`config.mk`:
```
export PLATFORM = sky130hd
export DESIGN_NAME = disp_bus_ctrl
export DESIGN_NICKNAME = d
export VERILOG_FILES = /design/src/rtl/disp_bus_ctrl.sv
export SDC_FILE = /design/constraint.sdc
export NUM_CORES = 1
export LEC_CHECK = 0
export CAP_MARGIN = 20
export CORE_MARGIN = 3
export CORE_UTILIZATION = 46
export CTS_BUF_LIST = sky130_fd_sc_hd__clkbuf_16
export CTS_CLUSTER_DIAMETER = 120
export DETAILED_ROUTE_END_ITERATION = 8
export PLACE_DENSITY = 0.74
export SLEW_MARGIN = 20
export SYNTH_ARGS = -nofsm -noshare
export SYNTH_HDL_FRONTEND = slang
export SYNTH_SLANG_ARGS = --single-unit
```
`constraint.sdc`:
```
create_clock -name clk -period 3.44 [get_ports clk]
set_input_delay 0.516 -clock clk [delete_from_list [all_inputs] [get_ports clk]]
set_output_delay 0.516 -clock clk [all_outputs]
set_load 0.005 [all_outputs]
```
`src/rtl/disp_bus_ctrl.sv`:
```
module disp_bus_ctrl #(
  parameter int  AW         = 5,
  parameter int  DW         = 8,
  parameter int  CLK_HZ     = 50_000_000,
  parameter bit  WRITE_ONLY = 1'b0,
  parameter int  T_AS_NS    = 10,
  parameter int  T_AH_NS    = 20,
  parameter int  T_CEW_NS   = 140,
  parameter int  T_CER_NS   = 160,
  parameter int  T_WR_NS    = 100,
  parameter int  T_DS_NS    = 50,
  parameter int  T_DH_NS    = 20,
  parameter int  T_RDA_NS   = 75,
  parameter int  T_DF_NS    = 10,
  parameter int  T_REC_NS   = 60,
  parameter int  T_CYCW_NS  = 210,
  parameter int  T_CYCR_NS  = 230,
  parameter int  T_RST_NS   = 300,
  parameter int  T_LOCK_NS  = 110_000
) (
  input  logic          clk,
  input  logic          rst_n,
  input  logic          req_valid,
  output logic          req_ready,
  input  logic          req_read,
  input  logic [AW-1:0] req_addr,
  input  logic [DW-1:0] req_wdata,
  output logic          rsp_valid,
  output logic [DW-1:0] rsp_rdata,
  output logic [AW-1:0] bus_addr,
  output logic [DW-1:0] bus_dout,
  output logic          bus_oe,
  input  logic [DW-1:0] bus_din,
  output logic          bus_ce_n,
  output logic          bus_wr_n,
  output logic          bus_rd_n,
  output logic          bus_rst_n
);

  function automatic int cyc(input longint ns);
    longint c;
    c = (ns * longint'(CLK_HZ) + 64'd999_999_999) / 64'd1_000_000_000;
    return (c < 1) ? 1 : int'(c);
  endfunction

  function automatic int mx(input int a, input int b);
    return (a > b) ? a : b;
  endfunction

  localparam int AS_C   = cyc(T_AS_NS);
  localparam int HOLD_C = mx(cyc(T_AH_NS), cyc(T_DH_NS));
  localparam int ACTW_C = mx(mx(cyc(T_CEW_NS), cyc(T_WR_NS)), cyc(T_DS_NS));
  localparam int ACTR_C = mx(cyc(T_CER_NS), cyc(T_RDA_NS));
  localparam int RECW_C = mx(mx(cyc(T_REC_NS), cyc(T_CYCW_NS) - ACTW_C), HOLD_C);
  localparam int RECR_C = mx(mx(mx(cyc(T_REC_NS), cyc(T_CYCR_NS) - ACTR_C), HOLD_C), cyc(T_DF_NS));
  localparam int RST_C  = cyc(T_RST_NS);
  localparam int LOCK_C = cyc(T_LOCK_NS);

  typedef enum logic [2:0] {S_RST, S_LOCK, S_IDLE, S_SETUP, S_ACT, S_HOLD} state_t;

  state_t state;
  int     cnt;
  int     gap;
  logic   is_rd;

  assign req_ready = (state == S_IDLE) && (gap == 0);

  always_ff @(posedge clk or negedge rst_n) begin
    if (!rst_n) begin
      state     <= S_RST;
      cnt       <= 0;
      gap       <= 0;
      is_rd     <= 1'b0;
      bus_rst_n <= 1'b0;
      bus_ce_n  <= 1'b1;
      bus_wr_n  <= 1'b1;
      bus_rd_n  <= 1'b1;
      bus_oe    <= 1'b0;
      bus_addr  <= '0;
      bus_dout  <= '0;
      rsp_valid <= 1'b0;
      rsp_rdata <= '0;
    end else begin
      rsp_valid <= 1'b0;
      if (gap != 0) gap <= gap - 1;
      case (state)
        S_RST: begin
          if (cnt == RST_C) begin
            bus_rst_n <= 1'b1;
            cnt       <= 0;
            state     <= S_LOCK;
          end else cnt <= cnt + 1;
        end
        S_LOCK: begin
          if (cnt == LOCK_C - 1) begin
            cnt   <= 0;
            state <= S_IDLE;
          end else cnt <= cnt + 1;
        end
        S_IDLE: begin
          if (req_valid && req_ready) begin
            is_rd    <= req_read && !WRITE_ONLY;
            bus_addr <= req_addr;
            bus_dout <= req_wdata;
            bus_oe   <= !(req_read && !WRITE_ONLY);
            cnt      <= 0;
            state    <= S_SETUP;
          end
        end
        S_SETUP: begin
          if (cnt == AS_C - 1) begin
            bus_ce_n <= 1'b0;
            bus_wr_n <= is_rd;
            bus_rd_n <= !is_rd;
            cnt      <= 0;
            state    <= S_ACT;
          end else cnt <= cnt + 1;
        end
        S_ACT: begin
          if (cnt == (is_rd ? ACTR_C : ACTW_C) - 1) begin
            bus_ce_n <= 1'b1;
            bus_wr_n <= 1'b1;
            bus_rd_n <= 1'b1;
            if (is_rd) begin
              rsp_rdata <= bus_din;
              rsp_valid <= 1'b1;
            end
            gap   <= is_rd ? RECR_C : RECW_C;
            cnt   <= 0;
            state <= S_HOLD;
          end else cnt <= cnt + 1;
        end
        S_HOLD: begin
          if (cnt == HOLD_C - 1) begin
            bus_oe <= 1'b0;
            cnt    <= 0;
            state  <= S_IDLE;
          end else cnt <= cnt + 1;
        end
        default: state <= S_RST;
      endcase
    end
  end

endmodule

```
Yosys cells after proc, flatten, opt, wreduce, memory -nomap -nowiden
Cells that the tools add are included.

word-level totals
  flip-flop bits (word level) = 95

operators by class
  add/subtract/negate cells = 3
  eq/ne operators = 14
  multiplexer cells = 29
  reductions and logical operators = 19

operators by type and width
  cell                                                 number
  two-way mux 32 bit                                   8
  one-hot mux 32 bit (5 select lines)                  1
  logical NOT 32 bit                                   2
  adder 32 x 2 -> 32 bit (second input constant)       1
  == test 32 x 14 -> 1 bit (second input constant)     1
  == test 32 x 5 -> 1 bit                              1
  == test 32 x 5 -> 1 bit (second input constant)      1
  nonzero test 32 bit                                  1
  subtractor 32 x 2 -> 32 bit (second input constant)  1
  two-way mux 3 bit                                    6
  one-hot mux 3 bit (6 select lines)                   1
  != test 2 bit (second input constant)                5
  AND reduction 3 bit                                  3
  two-way mux 1 bit                                    8
  one-hot mux 1 bit (2 select lines)                   4
  == test 3 x 2 -> 1 bit (second input constant)       2
  == test 3 bit (second input constant)                2
  AND reduction 2 bit                                  3
  AND reduction 6 bit                                  1
  nonzero test 5 bit                                   1
  subtractor 4 x 1 -> 5 bit (second input constant)    1
  two-way mux 4 bit                                    1
  nonzero test 2 bit                                   2
  == test 3 x 1 -> 1 bit (second input constant)       1
  5 further kinds                                      7

Depth between registers and ports, before layout
  word-level depth = 5
  depth in mapped cells = 10
  gate-level depth less buffers = 8

Worst setup path before layout
OpenSTA, ideal clock, no wires.

  path type = flip-flop to flip-flop
  start point = reg gap[2] in the netlist's numbering
  end point = reg bus_addr[0]
  arrival time = 3.177 ns
  required time = 3.315 ns
  slack = 0.138 ns
  stages on the path, launching flop included = 10
  buffers on the path = 4
  period minus slack after synthesis = 3.302 ns
  path through = dfrtp_1 -> or4_1 -> buf_2 -> or4_4 -> or3_1 -> buf_2 -> or4b_4 -> buf_6 -> buf_6 -> mux2_4

between the ends
  word-level cells in the longest chain between the ends = 4

RTL lines
  element                               RTL line  RTL
  from (decl)                           63        int gap;
  from (signal assigned)                85        if (gap != 0) gap <= gap - 1;
  from (signal assigned)                128       gap <= is_rd ? RECR_C : RECW_C;
  logical NOT 32 bit                    66        assign req_ready = (state == S_IDLE) && (gap == 0);
  logical AND 1 bit                     66
  logical AND 1 bit                     101       if (req_valid && req_ready) begin
  AND reduction 2 bit (no source line)  n/a
  to (signal assigned)                  103       bus_addr <= req_addr;
  to (decl)                             30        output logic [AW-1:0] bus_addr,

Every way passes these cells.
A chain may end at the register's enable or synchronous reset.

Worst setup path in the final report
  start point = reg gap[3] in the netlist's numbering
  end point = reg state[0]

between the ends
  word-level cells in the longest chain between the ends = 5

RTL lines
  element                                  RTL line  RTL
  logical NOT 32 bit                       66
  logical AND 1 bit                        66
  logical AND 1 bit                        101
  != test 2 x 1 -> 1 bit (no source line)  n/a
  AND reduction 6 bit (no source line)     n/a
  to (signal assigned)                     70        state <= S_RST;
  to (signal assigned)                     97        state <= S_IDLE;
  to (signal assigned)                     107       state <= S_SETUP;
  to (decl)                                61        state_t state;

Every way passes these cells.

==> results.json <==
{
  "status": "finished, final reports clean",
  "async_reset_ff_frac": 1.00,
  "core-area_um2": 10400,
  "syn_nets": 525,
  "vdd_drop_max_mv": 0.259,
  "min_period_ps": 3320,
  "cts_setup_buffers": 0,
  "ys_seq_area_frac": 0.481,
  "io_pins": 53,
  "gp_congestion": 0.946,
  "post_drt_wl_per_cell_um": 16.7,
  "dieArea_um2": 12000,
  "final-setup-viol-count": 0,
  "placement.io_buffers": 52,
  "cts_tree": "built",
  "yosysMostFrequentCell": "dfrtp_1",
  "maxSlewHeadroom": 0.390,
  "leakagePower_uw": 0.00266,
  "start_util": 0.477,
  "grt_max_degree": 71,
  "synth_top_area_frac": 0.465,
  "clk_latency_ps": 340,
  "synth_area_um2": 4950,
  "synth_top_cell_by_area": "dfrtp_1",
  "ys_types": 60,
  "worstPathMaxFanout": 17,
  "antenna_left": 0,
  "cts_buffers": 9,
  "grt_pass1_vias": 3950,
  "place_hpwl_mm": 8.15,
  "syn2layout_area_growth_pct": 20.7,
  "hp-class": "in -> async",
  "crit_required_ps": 3710,
  "crit_type": "reg -> reg",
  "hold_viol": 0,
  "num_rows": 37,
  "cts_buffer_depth": 2,
  "vias": 4021,
  "diodes": 0,
  "power_density_nw_per_um2": 359,
  "post_synth.cell_area_avg_um2": 9.97,
  "drive_above_1_share": 0.149,
  "hold_buffers": 0,
  "crit_path_end": "state[0]$_DFFE_PN0P_",
  "syn_inst": 496,
  "drt_wl_total_mm": 11.6,
  "period_share": 0.966,
  "r2r_end": "state[0]$_DFFE_PN0P_",
  "clock_sinks": 95,
  "worstMarginPinSlew_ps": 901,
  "endpoint_kind": "register",
  "grt-ovfl-total": 0,
  "arrival_ps": 3590,
  "route.detailed.drc": 0,
  "cts.repair.resized": 4,
  "cts_max_level": 3,
  "reg2reg_depth": 7,
  "max_freq_mhz": 301,
  "synth_commonest_cells": "92 x dfrtp_1, 46 x nor2_1, 32 x o21ai_0",
  "ys_warn_count": 0,
  "max_cap_violations": 0,
  "antenna_found_initial": 0,
  "synth_ff_type": "dfrtp_1",
  "finalHoldWorstSlack_ps": 290,
  "grt_use_total": 0.204,
  "maxSlewViolCount": 0,
  "vias_per_cell": 5.80,
  "ff2ff_setup_slack_ps": 120,
  "root_buffer": "clkbuf_16",
  "clk_pin_slew_ps": 70,
  "die_h_um": 110,
  "grt_pass1_wl_mm": 19.4,
  "ys_ff_latch": 95,
  "fin_skew_ps": 9.85,
  "dr.first_iter.drc_count": 253,
  "synth-edff-count": 0,
  "r2r-start": "gap[3]$_DFF_PN0_",
  "finalNetCount": 581,
  "crit_start": "gap[3]$_DFF_PN0_",
  "crit_path_start_kind": "register",
  "firstDrtPassIters": 4,
  "die_x_um": 110,
  "synthTopCellsByArea": "dfrtp_1 47%, xnor2_1 3.7%, nor2_1 3.5%",
  "fin_util": 0.576
}
## critical path, cell delays in order (launching register included)
cell and delay [ps]:
dfrtp_1 410, or4_1 560, or4_4 600, or3_4 410, buf_4 170, or4b_4 680, a21boi_0 240, a2bb2oi_1 170
## placed cells by master, fill, tap and decap left out, drive strengths merged, types with 12 or more instances in the layout
| master | n |
|---|---|
| dfrtp | 92 |
| nand3 | 12 |
| o21ai | 32 |
| or4 | 14 |
| or3 | 26 |
| a21oi | 24 |
| nor3 | 15 |
| xnor2 | 21 |
| buf | 21 |
| nor2 | 46 |
| nand2 | 22 |
| nor4 | 21 |
| mux2 | 23 |
| clkdlybuf4s50 | 50 |
## power breakdown
group / internal [uW] / switching, uW
sequential: 1120 / 2.33
clock: 499 / 452
combinational: 37.4 / 32.0
total: 1660 / 486
## sequential cells by signal, indices dropped and copies added (netlist names)
name       flops
state          3
bus_dout       8
rsp_valid      1
rsp_rdata      8
bus_addr       5
cnt           32
bus_rst_n      1
bus_ce_n       1
gap           32
is_rd          1
bus_wr_n       1
bus_rd_n       1
bus_oe         1
## per-stage QoR
| step | setup TNS [ps] | power [uW] | area (um2) | worst slack, ps | cells |
|---|---|---|---|---|---|
| 2_1_floorplan | 0 | 1150 | 4950 | 138 | 496 |
| 5_1_grt | -6.14 | 2230 | 5970 | -4.20 | 693 |
| 3_3_place_gp | 0 | 1210 | 5660 | 161 | 677 |
| 6_report | 0 | 2140 | 5970 | 117 | 693 |
| 3_5_place_dp | 0 | 1220 | 5660 | 76.2 | 677 |
| 4_1_cts | 0 | 2170 | 5960 | 90.4 | 693 |
## layer usage
layer  part of all wire  global-route usage  vias to the layer above  routed length, um
met3              0.035              0.0352                       22                409
met1               0.45               0.281                     1976               5230
met2               0.49               0.325                       82               5740
met4              0.019              0.0748                        0                217
met5                  0                   0                        -                  0
li1                   -                   -                     1941                  -
## area by class of cell
cell class	instances	area (um2)
fillers	864	4400
multi-input cells	365	2440
flip-flops and latches	95	2380
repair buffers	72	667
clock buffers	9	225
well taps	136	170
clock inverters	7	57.6
inverters	9	33.8
## worst min path at each step
stage | startpoint | endpoint | cells past startpoint
after global placement | bus_dout[2]$_DFFE_PN0P_ | bus_dout[2]$_DFFE_PN0P_ | 1
after detailed placement | bus_dout[2]$_DFFE_PN0P_ | bus_dout[2]$_DFFE_PN0P_ | 1
after floorplan | rst_n | bus_addr[0]$_DFFE_PN0P_ | 0
after CTS | rst_n | gap[2]$_DFF_PN0_ | 1
final | rst_n | gap[2]$_DFF_PN0_ | 1
after global routing | rst_n | bus_addr[0]$_DFFE_PN0P_ | 1
## cell families (layout without fill, tap and decap cells)
| group | after synthesis | after routing | share of synthesized area |
|---|---|---|---|
| AO/OA/AOI/OAI | 97 | 97 | 0.126 |
| AND/OR/NAND/NOR | 212 | 212 | 0.241 |
| adder cells (fa/ha/maj) | 4 | 4 | 0.0101 |
| buffers and inverters | 36 | 97 | 0.0314 |
| flip-flops | 95 | 95 | 0.481 |
| XOR/XNOR | 27 | 27 | 0.0478 |
| multiplexers | 25 | 25 | 0.0625 |
No activity file was read; power rests on OpenSTA's default activity.
